File: src/rtl/irq_pkg.sv
package irq_pkg;
  localparam int LEG_N   = 4;
  localparam int IRQ_N   = LEG_N + 1;
  localparam int STS_N   = 7;
  localparam int BIT_DMA = 4;
  localparam int BIT_TMO = 6;

  typedef enum logic [1:0] {
    RT_SHARED      = 2'b00,
    RT_DMA_SPLIT   = 2'b01,
    RT_LEG_SPREAD  = 2'b10,
    RT_FULL_SPREAD = 2'b11
  } route_mode_e;

  function automatic logic err_any(input logic [STS_N-1:0] sts, input logic [STS_N-1:0] mask);
    return |(sts & mask);
  endfunction

  function automatic logic [IRQ_N-1:0] route_irqs(input route_mode_e mode,
                                                   input logic [LEG_N-1:0] leg,
                                                   input logic err, input logic dma);
    logic [IRQ_N-1:0] o;
    o = '0;
    case (mode)
      RT_SHARED:     o[0] = (|leg) | err | dma;
      RT_DMA_SPLIT:  begin o[0] = (|leg) | err; o[1] = dma; end
      RT_LEG_SPREAD: begin o[LEG_N-1:0] = leg; o[0] = leg[0] | err | dma; end
      default:       begin o[LEG_N-1:0] = leg; o[0] = leg[0] | err; o[LEG_N] = dma; end
    endcase
    return o;
  endfunction
endpackage

File: src/rtl/irq_sync.sv
module irq_sync #(
  parameter int W      = 4,
  parameter int STAGES = 2,
  parameter logic [W-1:0] RST_VAL = '1
) (
  input  logic         clk,
  input  logic         rst_n,
  input  logic [W-1:0] d_i,
  output logic [W-1:0] q_o
);
  logic [W-1:0] stg_q [STAGES];

  generate
    for (genvar s = 0; s < STAGES; s++) begin : g_stage
      always_ff @(posedge clk or negedge rst_n) begin
        if (!rst_n)      stg_q[s] <= RST_VAL;
        else if (s == 0) stg_q[s] <= d_i;
        else             stg_q[s] <= stg_q[(s == 0) ? 0 : s-1];
      end
    end
  endgenerate

  assign q_o = stg_q[STAGES-1];
endmodule

File: src/rtl/irq_tmo_cnt.sv
module irq_tmo_cnt #(
  parameter int TMO_BITS = 15
) (
  input  logic clk,
  input  logic rst_n,
  input  logic pend_i,
  input  logic retry_i,
  output logic tmo_o
);
  localparam int CW = TMO_BITS + 1;
  localparam logic [CW-1:0] LIMIT = CW'(1) << TMO_BITS;

  logic [CW-1:0] cnt_q;
  logic          run;

  assign run   = pend_i && !retry_i;
  assign tmo_o = run && (cnt_q == LIMIT - 1'b1);

  always_ff @(posedge clk or negedge rst_n) begin
    if (!rst_n)              cnt_q <= '0;
    else if (!run)           cnt_q <= '0;
    else if (cnt_q != LIMIT) cnt_q <= cnt_q + 1'b1;
  end

  AST_TMO_SINGLE: assert property (@(posedge clk) disable iff (!rst_n)
    tmo_o |=> !tmo_o);
  AST_TMO_RESTART: assert property (@(posedge clk) disable iff (!rst_n)
    !run |=> !tmo_o);
endmodule

File: src/rtl/irq_sticky.sv
module irq_sticky #(
  parameter int W = 7
) (
  input  logic         clk,
  input  logic         rst_n,
  input  logic [W-1:0] set_i,
  input  logic [W-1:0] clr_i,
  output logic [W-1:0] sts_o
);
  logic [W-1:0] sts_q;

  always_ff @(posedge clk or negedge rst_n) begin
    if (!rst_n) sts_q <= '0;
    else        sts_q <= (sts_q & ~clr_i) | set_i;
  end

  assign sts_o = sts_q;

  AST_STICKY_SET: assert property (@(posedge clk) disable iff (!rst_n)
    (set_i != '0) |=> ((sts_q & $past(set_i)) == $past(set_i)));
  AST_W1C_CLEAR: assert property (@(posedge clk) disable iff (!rst_n)
    (clr_i != '0) |=> ((sts_q & $past(clr_i) & ~$past(set_i)) == '0));
  AST_STATUS_HOLD: assert property (@(posedge clk) disable iff (!rst_n)
    (set_i == '0 && clr_i == '0) |=> $stable(sts_q));
endmodule

File: src/rtl/pci_irq_router.sv
module pci_irq_router
  import irq_pkg::*;
#(
  parameter int              TMO_BITS       = 15,
  parameter logic [4:0]      CAP_BITS       = 5'b11111,
  parameter logic            TRACE_EN       = 1'b0,
  parameter logic [2:0]      FIFO_DEPTH_LOG = 3'd3,
  parameter logic [1:0]      FIFO_NUM       = 2'd2,
  parameter logic [STS_N-1:0] ERR_MASK      = 7'b110_1111
) (
  input  logic             clk,
  input  logic             rst_n,
  input  logic [5:0]       evt_i,
  input  logic             tgt_pend_i,
  input  logic             tgt_retry_i,
  input  logic [3:0]       intx_n_i,
  input  logic             slot_n_i,
  input  logic             cfg_done_i,
  input  logic             cfg_err_i,
  input  logic [1:0]       irq_mode_i,
  input  logic             reg_wr_i,
  input  logic [31:0]      reg_wdata_i,
  output logic [31:0]      reg_rdata_o,
  output logic [4:0]       irq_o
);
  localparam int STS_LSB = 12;

  logic [LEG_N-1:0] intx_sync_n;
  logic             tmo_evt;
  logic [STS_N-1:0] sts_set, sts_clr, sts;
  logic             err_irq, dma_irq;
  route_mode_e      mode;

  irq_sync #(.W(LEG_N), .STAGES(2), .RST_VAL('1)) u_sync (
    .clk(clk), .rst_n(rst_n), .d_i(intx_n_i), .q_o(intx_sync_n));

  irq_tmo_cnt #(.TMO_BITS(TMO_BITS)) u_tmo (
    .clk(clk), .rst_n(rst_n), .pend_i(tgt_pend_i), .retry_i(tgt_retry_i), .tmo_o(tmo_evt));

  assign sts_set = {tmo_evt, evt_i};
  assign sts_clr = reg_wr_i ? reg_wdata_i[STS_LSB +: STS_N] : '0;

  irq_sticky #(.W(STS_N)) u_sts (
    .clk(clk), .rst_n(rst_n), .set_i(sts_set), .clr_i(sts_clr), .sts_o(sts));

  assign mode    = route_mode_e'(irq_mode_i);
  assign err_irq = err_any(sts, ERR_MASK);
  assign dma_irq = sts[BIT_DMA];
  assign irq_o   = route_irqs(mode, ~intx_sync_n, err_irq, dma_irq);

  assign reg_rdata_o = {slot_n_i, CAP_BITS, irq_mode_i, TRACE_EN, 2'b00,
                        cfg_done_i, cfg_err_i, sts, intx_sync_n,
                        3'b000, FIFO_DEPTH_LOG, FIFO_NUM};

  AST_SHARED_UPPER_IDLE: assert property (@(posedge clk) disable iff (!rst_n)
    (mode == RT_SHARED) |-> (irq_o[4:1] == '0));
  AST_SPLIT_UPPER_IDLE: assert property (@(posedge clk) disable iff (!rst_n)
    (mode == RT_DMA_SPLIT) |-> (irq_o[4:2] == '0));
  AST_LEG_SPREAD_TOP_IDLE: assert property (@(posedge clk) disable iff (!rst_n)
    (mode == RT_LEG_SPREAD) |-> !irq_o[4]);
  AST_TMO_TO_STATUS: assert property (@(posedge clk) disable iff (!rst_n)
    tmo_evt |=> reg_rdata_o[STS_LSB + BIT_TMO]);
endmodule

File: config.mk
export PLATFORM = sky130hd
export DESIGN_NAME = pci_irq_router
export DESIGN_NICKNAME = d
export VERILOG_FILES = /design/src/rtl/irq_pkg.sv /design/src/rtl/irq_sync.sv /design/src/rtl/irq_tmo_cnt.sv /design/src/rtl/irq_sticky.sv /design/src/rtl/pci_irq_router.sv
export SDC_FILE = /design/constraint.sdc
export NUM_CORES = 1
export LEC_CHECK = 0
export ABC_AREA = 1
export BUFFER_PORTS_ARGS = -buffer_cell sky130_fd_sc_hd__buf_2
export CAP_MARGIN = 25
export CORE_ASPECT_RATIO = 0.9
export CORE_MARGIN = 8
export CORE_UTILIZATION = 48
export DETAILED_ROUTE_END_ITERATION = 8
export PLACE_DENSITY = 0.93
export SKIP_LAST_GASP = 1
export SYNTH_ARGS = -nofsm -noshare
export SYNTH_HDL_FRONTEND = slang
export SYNTH_SLANG_ARGS = --single-unit
File: constraint.sdc
create_clock -name clk -period 2.1 [get_ports clk]
set_input_delay 0.21 -clock clk [delete_from_list [all_inputs] [get_ports clk]]
set_output_delay 0.21 -clock clk [all_outputs]
set_load 0.01 [all_outputs]
Yosys cells after proc, flatten, opt, wreduce, memory -nomap -nowiden
Cells that the tools add are included.
{"block": "word_totals", "word_cells": 33, "input_bits": 52, "reg_bits": 31}
{"block": "op_classes", "reduce_logical": 8, "muxes": 7, "n_bitwise": 8, "addsub": 1, "n_eq_ne": 5}
{"operator": "$mux 16", "n": 2}
{"operator": "$add 16x1->16 const B", "n": 1}
{"operator": "$eq 16x15->1 const B", "n": 1}
{"operator": "$ne 16x16->1 const B", "n": 1}
{"operator": "$and 7x7->7", "n": 1}
{"operator": "$mux 7", "n": 1}
{"operator": "$not 7->7", "n": 1}
{"operator": "$or 7x7->7", "n": 1}
{"operator": "$reduce_or 6->1", "n": 1}
{"operator": "$not 4->4", "n": 1}
{"operator": "$or 1x1->1", "n": 4}
{"operator": "$reduce_or 4->1", "n": 1}
{"operator": "$pmux 1 s3", "n": 1}
{"operator": "$reduce_or 3->1", "n": 1}
{"operator": "$eq 2x1->1 const B", "n": 1}
{"operator": "$eq 2x2->1 const B", "n": 1}
{"operator": "$logic_and 1x1->1", "n": 2}
{"operator": "$logic_not 2->1", "n": 1}
{"operator": "$mux 2", "n": 1}
{"operator": "$ne 2x2->1 const B", "n": 1}
{"operator": "$pmux 1 s2", "n": 1}
{"operator": "$reduce_or 2->1", "n": 1}
{"operator": "$logic_not 1->1", "n": 1}
{"operator": "$mux 1", "n": 1}

Longest topological paths before layout
Gate-level depths: netlist of the first run.
{"block": "depth", "word_depth": 5, "depth_mapped": 7}

Cells and area by module
A second synthesis of the first run with hierarchy kept.
{"block": "unflattened", "hier_cells": 234, "hier_area_um2": 1778.0}
{"mod": "irq_tmo_cnt", "seq_area_each_um2": 400.4, "area_per_inst_um2": 962.2, "n_inst": 1, "cells_per_inst": 133}
{"mod": "pci_irq_router", "seq_area_each_um2": 0.0, "area_per_inst_um2": 295.3, "n_inst": 1, "cells_per_inst": 54}
{"mod": "irq_sticky", "seq_area_each_um2": 175.2, "area_per_inst_um2": 280.3, "n_inst": 1, "cells_per_inst": 35}
{"mod": "irq_sync", "seq_area_each_um2": 210.2, "area_per_inst_um2": 240.2, "n_inst": 1, "cells_per_inst": 12}

Worst setup path before layout of the first run
No wires, ideal clock.
{"block": "synth_timing", "path_type": "reg-to-reg", "startpoint": "reg u_tmo.cnt_q[0]", "endpoint": "reg u_tmo.cnt_q[8]", "path_slack_ns": 0.876, "required_time_ns": 1.981, "path_buffers": 0, "t_arrival_ns": 1.106, "period_less_slack_ns": 1.224, "stages_incl_launch_ff": 8, "setup_time_ns": 0.119, "cell_sequence": "dfrtp_1 -> ha_1 -> nand2_1 -> nor2_4 -> nand2_1 -> clkinv_1 -> a21oi_1 -> nor2_1"}
{"block": "synth_between", "elab_chain_len": 3}
{"element": "start, declared", "line": "irq_tmo_cnt.sv:13", "source": "logic [CW-1:0] cnt_q;"}
{"element": "start signal, assigned", "line": "irq_tmo_cnt.sv:22", "source": "else if (cnt_q != LIMIT) cnt_q <= cnt_q + 1'b1;"}
{"element": "$add 16x1->16", "line": "irq_tmo_cnt.sv:22"}
{"element": "$mux 16", "line": "irq_tmo_cnt.sv:22"}
{"element": "$mux 16", "line": "irq_tmo_cnt.sv:21", "source": "else if (!run) cnt_q <= '0;"}
Several ways; a longest one is shown, not always the timed one. The select of a mux whose other input is x is not followed.
A chain may end at the register's enable or synchronous reset.

Worst setup path in the final report of the first run
{"block": "layout_timing", "startpoint": "reg u_sts.sts_q[3], in the netlist u_sts.sts_o[3]", "endpoint": "out irq_o[0]"}
{"block": "layout_between", "elab_chain_len": 4}
{"element": "start, declared", "line": "irq_sticky.sv:10", "source": "logic [W-1:0] sts_q;"}
{"element": "start signal, assigned", "line": "irq_sticky.sv:14", "source": "else sts_q <= (sts_q & ~clr_i) | set_i;"}
{"element": "$reduce_or 6->1 (*)", "line": "irq_pkg.sv:16", "source": "return |(sts & mask);"}
{"element": "$or 1x1->1 (on tied branches)"}
{"element": "$or 1x1->1 (on tied branches)", "line": "irq_pkg.sv:27, irq_pkg.sv:25"}
{"element": "$pmux 1 s3 (*)", "line": "irq_pkg.sv:24", "source": "case (mode)"}
{"element": "end, declared", "line": "pci_irq_router.sv:24", "source": "output logic [4:0] irq_o"}
Mark *: on every way between the ends. The rest lies on a longest branch, timed or not.

==> reports/summary.log, run 1 <==
[critical_path] Worst Path Arrival 1320 ps
[sta] RSZ-0062 raised after global routing no
[global_routing] aggregate global-route resource usage 12.9%
[job] Max Cap Violations 0
[global_routing] wire length of the first global-routing pass 6010 um
[global_routing] global route total overflow 0
[global_routing] maximum number of pins on one net before global-route repair 32
[final_layout] share of final-layout standard cells stronger than drive strength 1 26.3%
[floorplanning] die extent in x 78.8 um
[power] total power density per cell area 625 nW/um^2
[clock_tree] number of H-tree levels 2
[sta] worst max-slew margin expressed relative to the limit 56.5%
[final_layout] final non-filler cell total 295
[synth] sequential fraction of the synthesis area 46.1%
[clock_tree] number of resized instances in the post-cts repair step 0
[sta] Final Hold Viols 0
[critical_path] crit start category register
[routing] Routed wire per std cell 12.5 um
[power] LEAKAGE 0.938 nW
[synth] largest area contributor in the synthesized netlist dfrtp_1
[status] status finished, final reports clean
[sta] measured slew at the worst slew-check pin 653 ps
[sta] worst clock skew 6.18 ps
[final_layout] FILL cells 301
[critical_path] R2R depth 7
[synth] Synth Instances 212
[synth] number of register bits inferred by synthesis 31
[routing] final routed DRC violation total 0
[final_layout] area of the multi-input gates 697 um^2
[floorplanning] Die Footprint 5720 um^2
[sta] number of endpoints failing setup at the final stage 0
[synth] Area contributors post-synth dfrtp_1, dfstp_2, buf_4
[sta] setup_tns 0 ps
[final_layout] diode insertion count for antenna repair 0
[power] maximum resistive drop on vdd 0.392 mV
[place] count of placed standard cells including taps 286
[power] Seq pwr share 52.4%
[routing] starting DRC count in detailed routing 132
[power] switching pwr 0.281 mW
[min_path] Worst Hold Depth 1
[critical_path] Reg2Reg Capture Point u_tmo.cnt_q[8]$_DFFE_PN0P_
[synth] Cell Area, Synth 1710 um^2
[final_layout] commonest non-fill, non-tap cells in the layout buf_2, nand2_1, nor2_1, dfrtp_1, inv_1
[place] Placer Congestion 0.919
[power] Switching Share 23.2%
[floorplanning] Ports 89
[place] number of buffer cells added on primary ports 41
[clock_tree] Clk Latency, worst-skew pair 270 ps
[final_layout] Final nets 304
[power] share of total power in the clock network 38.3%
[floorplanning] Vert. Die Dim 72.5 um
[synth] count of distinct cell types in the synthesized netlist 26
[place] detailed placement HPWL 2870 um
[min_path] type of the most critical hold path primary input to register
[clock_tree] clock-pin slew reported for the worst setup and hold paths after clock tree synthesis 60 ps
[clock_tree] buffer levels on the longest clock path 2
[final_layout] Area Overhead vs Synth 13.4%
[clock_tree] number of buffers added for setup after CTS 0
[sta] portion of the clock cycle consumed by the worst path in the final layout 73.0%
[floorplanning] area of the core 3380 um^2
[routing] number of iterations in the first detailed-routing pass 4
[critical_path] capture point of the worst path irq_o[0]
[sta] number of max-slew violations in the final report 0
[critical_path] Critical Path Source u_sts.sts_o[3]$_DFF_PN0_
[global_routing] initial antenna violation count 0
[synth] yosys synthesis warning count 0
[floorplanning] starting density of the core 50.5%
[clock_tree] total clock buffers created by CTS 5
[synth] area fraction of the dominant cell type after synthesis 33.7%
[power] Logic pwr share 9.4%
[floorplanning] standard-cell row count 20
[power] internal power 0.929 mW
[clock_tree] clock tree from TritonCTS done
[synth] per-instance average area after synthesis 8.04 um^2
[routing] wirelength, routed 3700 um
[routing] DR vias/cell 4.88
[critical_path] maximum fanout along the worst path 3
[global_routing] vias in the first global route 1387
[final_layout] Post-Layout Inst Area 1930 um^2
[sta] clock period minus worst slack 1530 ps
[routing] total number of vias 1440
[critical_path] path type of the worst setup path register to primary output
[clock_tree] number of clock sinks seen by CTS 31
[critical_path] worst endpoint required time 1890 ps
[routing] Routed Antenna Nets 0
[place] dpl cell area 1830 um^2
[final_layout] register cell area after layout 786 um^2
[final_layout] leading cell type in the layout, fill and taps excluded buf_2
[sta] timing-limited maximum frequency 653 MHz
[clock_tree] post-cts hold buffer count 1
[critical_path] Worst R2R Setup Slack 730 ps
[critical_path] sort of element at the end of the critical path primary output
[critical_path] reg-to-reg critical path startpoint u_tmo.cnt_q[0]$_DFFE_PN0P_
[clock_tree] Clock Root Buffer clkbuf_8
==> final cells by class <==
cell class	count	share of cell area [%]
clock buffers	7	4.46
clock inverters	1	0.259
repair buffers	43	11.5
multi-input cells	147	36.0
flip-flops and latches	31	40.6
well taps	44	2.85
inverters	22	4.27
==> metrics by stage <==
stage	hold WS [ps]	power, mW	setup slack [ps]	utilization [%]
after floorplan	-85.6	0.730	876	-
after global placement	273	0.753	796	54.3
after detailed placement	278	0.756	741	54.3
after CTS	30.9	1.22	578	57.3
after global routing	21.4	1.27	448	57.3
final	34.4	1.21	568	57.3
==> logic make-up (layout without fill, tap and decap cells) <==
logic type / Yosys count / in the layout / synth area share [%]
other: 2 / 16 / 0.440
flip-flops: 31 / 31 / 46.1
AO/OA/AOI/OAI: 24 / 24 / 8.29
adder cells (fa/ha/maj): 2 / 2 / 1.47
buffers and inverters: 48 / 73 / 16.1
XOR/XNOR: 1 / 1 / 0.514
AND/OR/NAND/NOR: 104 / 104 / 27.1
==> worst max-delay path: stages, from the launching register on <==
cell and delay (ps):
dfrtp_1 390, nor4_1 370, nand4_1 120, buf_2 170
==> registers in the layout, indices dropped and copies added (netlist names) <==
register,count
u_sts.sts_o,7
u_sync.q_o,4
u_sync.stg_q,4
u_tmo.cnt_q,16
==> cells in the mapped netlist, drive strengths merged <==
master and count:
nand3 15, nand4 7, dfstp 8, clkinv 1, o21bai 1, a21o 6
inv 21, xor2 1, conb 2, dfrtp 23, nand2 42, nor3 1
nor3b 1, buf 26, a21oi 6, nor2 37, ha 2, nor4 1
o21ai 11
==> how the worst min path moves through the flow <==
stage | start | to | slack, ps
after floorplan | rst_n | u_sts.sts_o[0]$_DFF_PN0_ | -90
after global placement | rst_n | u_tmo.cnt_q[1]$_DFFE_PN0P_ | 270
after detailed placement | rst_n | u_tmo.cnt_q[6]$_DFFE_PN0P_ | 280
after CTS | intx_n_i[1] | u_sync.stg_q[5]$_DFF_PN1_ | 30
after global routing | intx_n_i[1] | u_sync.stg_q[5]$_DFF_PN1_ | 20
final | intx_n_i[1] | u_sync.stg_q[5]$_DFF_PN1_ | 30
==> layer usage <==
metal | track usage (%) | routed length (um) | vias up
met2 | 22.2 | 1860 | 63
met5 | 0 | 0 | -
met4 | 5.75 | 61 | 0
met3 | 4.20 | 333 | 7
met1 | 14.2 | 1440 | 660
li1 | - | - | 710
==> power by group through the flow <==
stage	sequential (mW)	combinational [mW]	clock (mW)
2_1_floorplan	0.646	0.0845	0
3_3_place_gp	0.643	0.110	0
3_5_place_dp	0.644	0.112	0
4_1_cts	0.633	0.114	0.473
5_1_grt	0.636	0.128	0.502
6_report	0.633	0.113	0.463
Power figures use the tool's default switching activity.
==> run 2, diff against run 1 <==
--- a/config.mk
+++ b/config.mk
@@ -10,9 +10,9 @@
 export CAP_MARGIN = 25
 export CORE_ASPECT_RATIO = 0.9
 export CORE_MARGIN = 8
-export CORE_UTILIZATION = 48
+export CORE_UTILIZATION = 45
 export DETAILED_ROUTE_END_ITERATION = 8
-export PLACE_DENSITY = 0.93
+export PLACE_DENSITY = 0.89
 export SKIP_LAST_GASP = 1
 export SYNTH_ARGS = -nofsm -noshare
 export SYNTH_HDL_FRONTEND = slang
==> constraint.sdc (replaced) <==
create_clock -name clk -period 1.5 [get_ports clk]
set_input_delay 0.15 -clock clk [delete_from_list [all_inputs] [get_ports clk]]
set_output_delay 0.15 -clock clk [all_outputs]
set_load 0.01 [all_outputs]
==> run 2 against run 1 <==
Against the previous run: die area is 5.2% higher; cell count is 2.0% higher; sequential share of layout area is 1.0 points lower; largest power group unchanged; highest routed layer unchanged.
==> reports/summary.log, run 2 (synthesized netlist as in run 1, its figures left out) <==
[status] status finished, final reports clean
[sta] clock period minus worst slack 1410 ps
[global_routing] initial antenna violation count 0
[floorplanning] Vert. Die Dim 74.4 um
[routing] number of iterations in the first detailed-routing pass 4
[final_layout] max FFs per register 16
[clock_tree] total clock buffers created by CTS 5
[critical_path] crit start category register
[critical_path] worst path buffer plus inverter count 1
[critical_path] slowest cell on the critical path dfrtp_1
[sta] worst clock skew 6.56 ps
[routing] wirelength, routed 3650 um
[place] detailed placement HPWL 2900 um
[global_routing] global route total overflow 0
[floorplanning] standard-cell row count 21
[routing] final routed DRC violation total 0
[power] internal power 1.31 mW
[final_layout] leading cell type in the layout, fill and taps excluded buf_2
[power] Seq pwr share 52.1%
[final_layout] Area Overhead vs Synth 16.3%
[floorplanning] die extent in x 80.9 um
[critical_path] worst endpoint required time 1350 ps
[final_layout] commonest non-fill, non-tap cells in the layout buf_2, nand2_1, nor2_1, dfrtp_1, inv_1
[final_layout] Biggest register u_tmo.cnt_q
[global_routing] vias in the first global route 1351
[sta] measured slew at the worst slew-check pin 657 ps
[final_layout] share of final-layout standard cells stronger than drive strength 1 26.3%
[power] total power density per cell area 861 nW/um^2
[floorplanning] starting density of the core 46.4%
[critical_path] critical-path cell list nor4_2 > nand4_1 > buf_2
[sta] Final Hold Viols 0
[routing] Routed wire per std cell 12.1 um
[routing] total number of vias 1449
[floorplanning] Die Footprint 6020 um^2
[critical_path] CP max stage delay 410 ps
[clock_tree] clock tree from TritonCTS done
[final_layout] diode insertion count for antenna repair 0
[power] maximum resistive drop on vdd 0.329 mV
[clock_tree] number of H-tree levels 2
[sta] number of endpoints failing setup at the final stage 0
[power] share of total power in the clock network 38.1%
[sta] portion of the clock cycle consumed by the worst path in the final layout 94.2%
[clock_tree] number of clock sinks seen by CTS 31
[place] number of buffer cells added on primary ports 41
[floorplanning] area of the core 3680 um^2
[routing] starting DRC count in detailed routing 50
[routing] Routed Antenna Nets 0
[critical_path] path type of the worst setup path register to primary output
[place] dpl cell area 1840 um^2
[critical_path] family of cells with the greatest summed delay on the critical path simple AND/OR/NAND/NOR gates
[critical_path] Worst Path Arrival 1260 ps
[clock_tree] clock-pin slew reported for the worst setup and hold paths after clock tree synthesis 60 ps
[final_layout] Post-Layout Inst Area 1980 um^2
[clock_tree] number of buffers added for setup after CTS 0
[sta] timing-limited maximum frequency 708 MHz
[clock_tree] buffer levels on the longest clock path 2
[sta] worst max-slew margin expressed relative to the limit 56.2%
[place] Placer Congestion 0.960
[power] Switching Share 23.4%
[min_path] type of the most critical hold path primary input to register
[power] switching pwr 0.400 mW
[sta] setup_tns 0 ps
[clock_tree] Clk Latency, worst-skew pair 280 ps
[final_layout] Final nets 308
[critical_path] sort of element at the end of the critical path primary output
[global_routing] maximum number of pins on one net before global-route repair 32
[global_routing] aggregate global-route resource usage 12.2%
[floorplanning] Ports 89
[clock_tree] Clock Root Buffer clkbuf_8
[job] Max Cap Violations 0
[global_routing] wire length of the first global-routing pass 5730 um
[sta] number of max-slew violations in the final report 0
[critical_path] maximum fanout along the worst path 3
[power] Logic pwr share 9.8%
[routing] DR vias/cell 4.81
[power] LEAKAGE 0.955 nW
run 2: cell types whose count changed in the layout (fill, tap and decap cells not counted):
cell           before  now
dlygate4sd3_1       1    5
nor4_2              0    1
nor4_1              1    0
run 2: what timing repair did:
item                       4_1_cts  5_1_grt
gates resized for setup          0        1
setup endpoints to repair        0        1
hold buffers                     5        0
hold endpoints to repair        27        0
run 2: power by group through the flow:
| stage | logic (mW) | clock network [mW] | registers [mW] |
|---|---|---|---|
| 6_report | 0.167 | 0.651 | 0.889 |
| 5_1_grt | 0.188 | 0.720 | 0.891 |
| 4_1_cts | 0.168 | 0.679 | 0.888 |
| 3_5_place_dp | 0.157 | 0 | 0.902 |
| 3_3_place_gp | 0.154 | 0 | 0.900 |
| 2_1_floorplan | 0.118 | 0 | 0.904 |
run 2: cell type report:
cell class	count	area, um^2
Sequential cell	31	786
Multi-Input combinational cell	147	703
Inverter	22	82.6
Fill cell	353	1700
Clock buffer	7	86.3
Tap cell	46	57.6
Clock inverter	1	5.00
Timing Repair Buffer	47	263
run 2: through the flow:
step | power, mW | std cells | utilization [%] | hold slack, ps | worst slack [ps]
after floorplan | 1.02 | 226 | - | -146 | 276
after global placement | 1.05 | 288 | 49.9 | 221 | 194
after detailed placement | 1.06 | 288 | 49.9 | 220 | 158
after CTS | 1.73 | 301 | 53.7 | 41.1 | 10.3
after global routing | 1.80 | 301 | 53.9 | 41.2 | -6.75
final | 1.71 | 301 | 53.9 | 49.2 | 87.2
run 2: worst paths after layout:
kind / from / to / slack (ps) / cells past startpoint
worst min register to register: u_sync.stg_q[7]$_DFF_PN1_ / u_sync.q_o[3]$_DFF_PN1_ / 350 / 0
worst min-delay path: evt_i[1] / u_sts.sts_o[1]$_DFF_PN0_ / 50 / 2
min in group asynchronous: rst_n / u_tmo.cnt_q[9]$_DFFE_PN0P_ / 430 / 2
worst max-delay path: u_sts.sts_o[3]$_DFF_PN0_ / irq_o[0] / 90 / 3
max in group asynchronous: rst_n / u_sts.sts_o[2]$_DFF_PN0_ / 650 / 2
worst max register to register: u_tmo.cnt_q[0]$_DFFE_PN0P_ / u_tmo.cnt_q[8]$_DFFE_PN0P_ / 160 / 7
run 2: routing by layer:
| metal | up-vias | GRT usage, % | share of wire (%) |
|---|---|---|---|
| met2 | 66 | 21.0 | 45 |
| met5 | - | 0 | 0 |
| li1 | 718 | - | - |
| met4 | 0 | 5.54 | 1.5 |
| met1 | 659 | 12.5 | 40 |
| met3 | 6 | 5.43 | 13 |
==> run 3, diff against run 2 <==
--- a/config.mk
+++ b/config.mk
@@ -8,9 +8,11 @@
 export ABC_AREA = 1
 export BUFFER_PORTS_ARGS = -buffer_cell sky130_fd_sc_hd__buf_2
 export CAP_MARGIN = 25
+export CELL_PAD_IN_SITES_DETAIL_PLACEMENT = 2
+export CELL_PAD_IN_SITES_GLOBAL_PLACEMENT = 2
 export CORE_ASPECT_RATIO = 0.9
 export CORE_MARGIN = 8
-export CORE_UTILIZATION = 45
+export CORE_UTILIZATION = 24
 export DETAILED_ROUTE_END_ITERATION = 8
 export PLACE_DENSITY = 0.89
 export SKIP_LAST_GASP = 1
==> run 3 against run 2 <==
Against the previous run: worst setup slack improved by 12 ps; clock power increased by 33%; sequential share of layout area decreased by 2.1 points; design area increased by 5.9%; clock-buffer cell count decreased by 1; cell count increased by 17%; clock skew increased by 4.6 ps; critical path depth increased by 2; highest routed layer unchanged; combinational power increased by 9.6%; global-route usage decreased by 0.76 points; hold slack got worse by 4.1 ps.
==> reports/summary.log, run 3 (synthesized netlist as in run 1, its figures left out) <==
[status] status finished, final reports clean
[place] number of buffer cells added on primary ports 41
[global_routing] wire length of the first global-routing pass 9250 um
[final_layout] commonest non-fill, non-tap cells in the layout buf_2, nand2_1, nor2_1, dfrtp_1, inv_1
[final_layout] share of final-layout standard cells stronger than drive strength 1 28.7%
[critical_path] CP max stage delay 400 ps
[clock_tree] Clock Root Buffer clkbuf_8
[final_layout] Final nets 311
[routing] Routed Antenna Nets 0
[sta] smallest hold slack 45.0 ps
[critical_path] cell with the most instances on the worst path o21ai_0
[clock_tree] number of clock sinks seen by CTS 31
[global_routing] vias in the first global route 1794
[critical_path] worst path buffer plus inverter count 1
[min_path] type of the most critical hold path primary input to register
[routing] total number of vias 1558
[critical_path] path type of the worst setup path register to register
[sta] Final Hold Viols 0
[clock_tree] clock tree from TritonCTS done
[floorplanning] starting density of the core 24.5%
[power] Logic pwr share 9.5%
[routing] number of iterations in the first detailed-routing pass 4
[power] LEAKAGE 0.983 nW
[final_layout] Area Overhead vs Synth 23.1%
[floorplanning] die extent in x 105 um
[floorplanning] Die Footprint 10100 um^2
[critical_path] maximum fanout along the worst path 4
[place] Placer Congestion 0.803
[final_layout] FILL cells 829
[sta] portion of the clock cycle consumed by the worst path in the final layout 93.4%
[critical_path] Worst Path Arrival 1570 ps
[global_routing] aggregate global-route resource usage 11.4%
[power] maximum resistive drop on vdd 0.353 mV
[clock_tree] Clk Latency, worst-skew pair 290 ps
[final_layout] leading cell type in the layout, fill and taps excluded buf_2
[critical_path] worst endpoint required time 1670 ps
[sta] setup_tns 0 ps
[floorplanning] standard-cell row count 29
[clock_tree] buffer levels on the longest clock path 2
[sta] RSZ-0062 raised after global routing no
[power] Seq pwr share 46.0%
[clock_tree] clock-pin slew reported for the worst setup and hold paths after clock tree synthesis 80 ps
[power] Switching Share 23.6%
[sta] number of endpoints failing setup at the final stage 0
[critical_path] critical-path cell list nand3_1 > o21ai_0 > o21ai_0 > o21ai_0 > inv_1
[place] detailed placement HPWL 4220 um
[sta] number of max-slew violations in the final report 0
[final_layout] diode insertion count for antenna repair 0
[floorplanning] area of the core 6970 um^2
[routing] Routed wire per std cell 15.5 um
[critical_path] family of cells with the greatest summed delay on the critical path compound AO/OA/AOI/OAI gates
[power] share of total power in the clock network 44.6%
[clock_tree] total clock buffers created by CTS 5
[clock_tree] number of buffers added for setup after CTS 0
[clock_tree] number of H-tree levels 2
[sta] clock period minus worst slack 1400 ps
[power] switching pwr 0.457 mW
[routing] wirelength, routed 5450 um
[final_layout] max FFs per register 16
[global_routing] initial antenna violation count 0
[critical_path] sort of element at the end of the critical path register
[power] total power density per cell area 922 nW/um^2
[power] internal power 1.48 mW
[floorplanning] Vert. Die Dim 96.0 um
[routing] DR vias/cell 4.44
[critical_path] slowest cell on the critical path dfrtp_1
[global_routing] global route total overflow 0
[sta] timing-limited maximum frequency 714 MHz
[routing] final routed DRC violation total 0
[routing] starting DRC count in detailed routing 28
[floorplanning] Ports 89
[critical_path] crit start category register
[sta] worst clock skew 11.2 ps
[final_layout] Biggest register u_tmo.cnt_q
[global_routing] maximum number of pins on one net before global-route repair 32
[job] Max Cap Violations 0
==> run 3: timing repair <==
item                       4_1_cts  5_1_grt
hold buffers                     5        0
resized for setup                0        4
hold endpoints to repair        27        0
setup endpoints to repair        0        6
==> run 3: worst paths after layout <==
check / startpoint / end / slack [ps] / cells past startpoint
worst min register to register: u_sync.stg_q[5]$_DFF_PN1_ / u_sync.q_o[1]$_DFF_PN1_ / 350 / 0
max in group asynchronous: rst_n / u_sync.stg_q[5]$_DFF_PN1_ / 730 / 3
min in group asynchronous: rst_n / u_tmo.cnt_q[3]$_DFFE_PN0P_ / 430 / 3
worst max-delay path: u_tmo.cnt_q[3]$_DFFE_PN0P_ / u_tmo.cnt_q[9]$_DFFE_PN0P_ / 100 / 5
worst min-delay path: evt_i[5] / u_sts.sts_o[5]$_DFF_PN0_ / 50 / 2
worst max register to register: u_tmo.cnt_q[3]$_DFFE_PN0P_ / u_tmo.cnt_q[9]$_DFFE_PN0P_ / 100 / 5
==> run 3: cell type report <==
class | instances | area [um^2] | area share [%]
well taps | 93 | 116 | 5.54
clock inverters | 2 | 35.0 | 1.67
repair buffers | 50 | 285 | 13.6
flip-flops and latches | 31 | 787 | 37.5
inverters | 22 | 82.6 | 3.93
multi-input cells | 147 | 711 | 33.8
clock buffers | 6 | 82.6 | 3.93
==> run 3: per-layer routing <==
layer  share of wire, %  vias to the layer above  track usage, %  wire (um)
li1                   -                      726               -          -
met4               0.84                        0            2.97         46
met1                 43                      774            12.4       2320
met2                 50                       52            20.8       2720
met5                  0                        -               0          0
met3                6.7                        6            4.48        368
==> run 3: power by group through the flow <==
stage	sequential [mW]	combinational [mW]	clock (mW)
floorplan	0.904	0.118	0
global placement	0.901	0.162	0
detailed placement	0.904	0.173	0
CTS	0.889	0.184	0.895
global route	0.895	0.205	0.926
finish	0.890	0.183	0.863
==> run 3: metrics by stage <==
| step | util, % | total power, mW | std cells | setup slack [ps] | cell area (um^2) |
|---|---|---|---|---|---|
| finish | 30.1 | 1.94 | 351 | 99.6 | 2100 |
| global route | 30.1 | 2.03 | 351 | 11.8 | 2100 |
| CTS | 29.9 | 1.97 | 351 | 49.3 | 2080 |
| detailed placement | 27.5 | 1.08 | 338 | 98.2 | 1920 |
| global placement | 27.5 | 1.06 | 338 | 162 | 1920 |
| floorplan | - | 1.02 | 226 | 276 | 1760 |
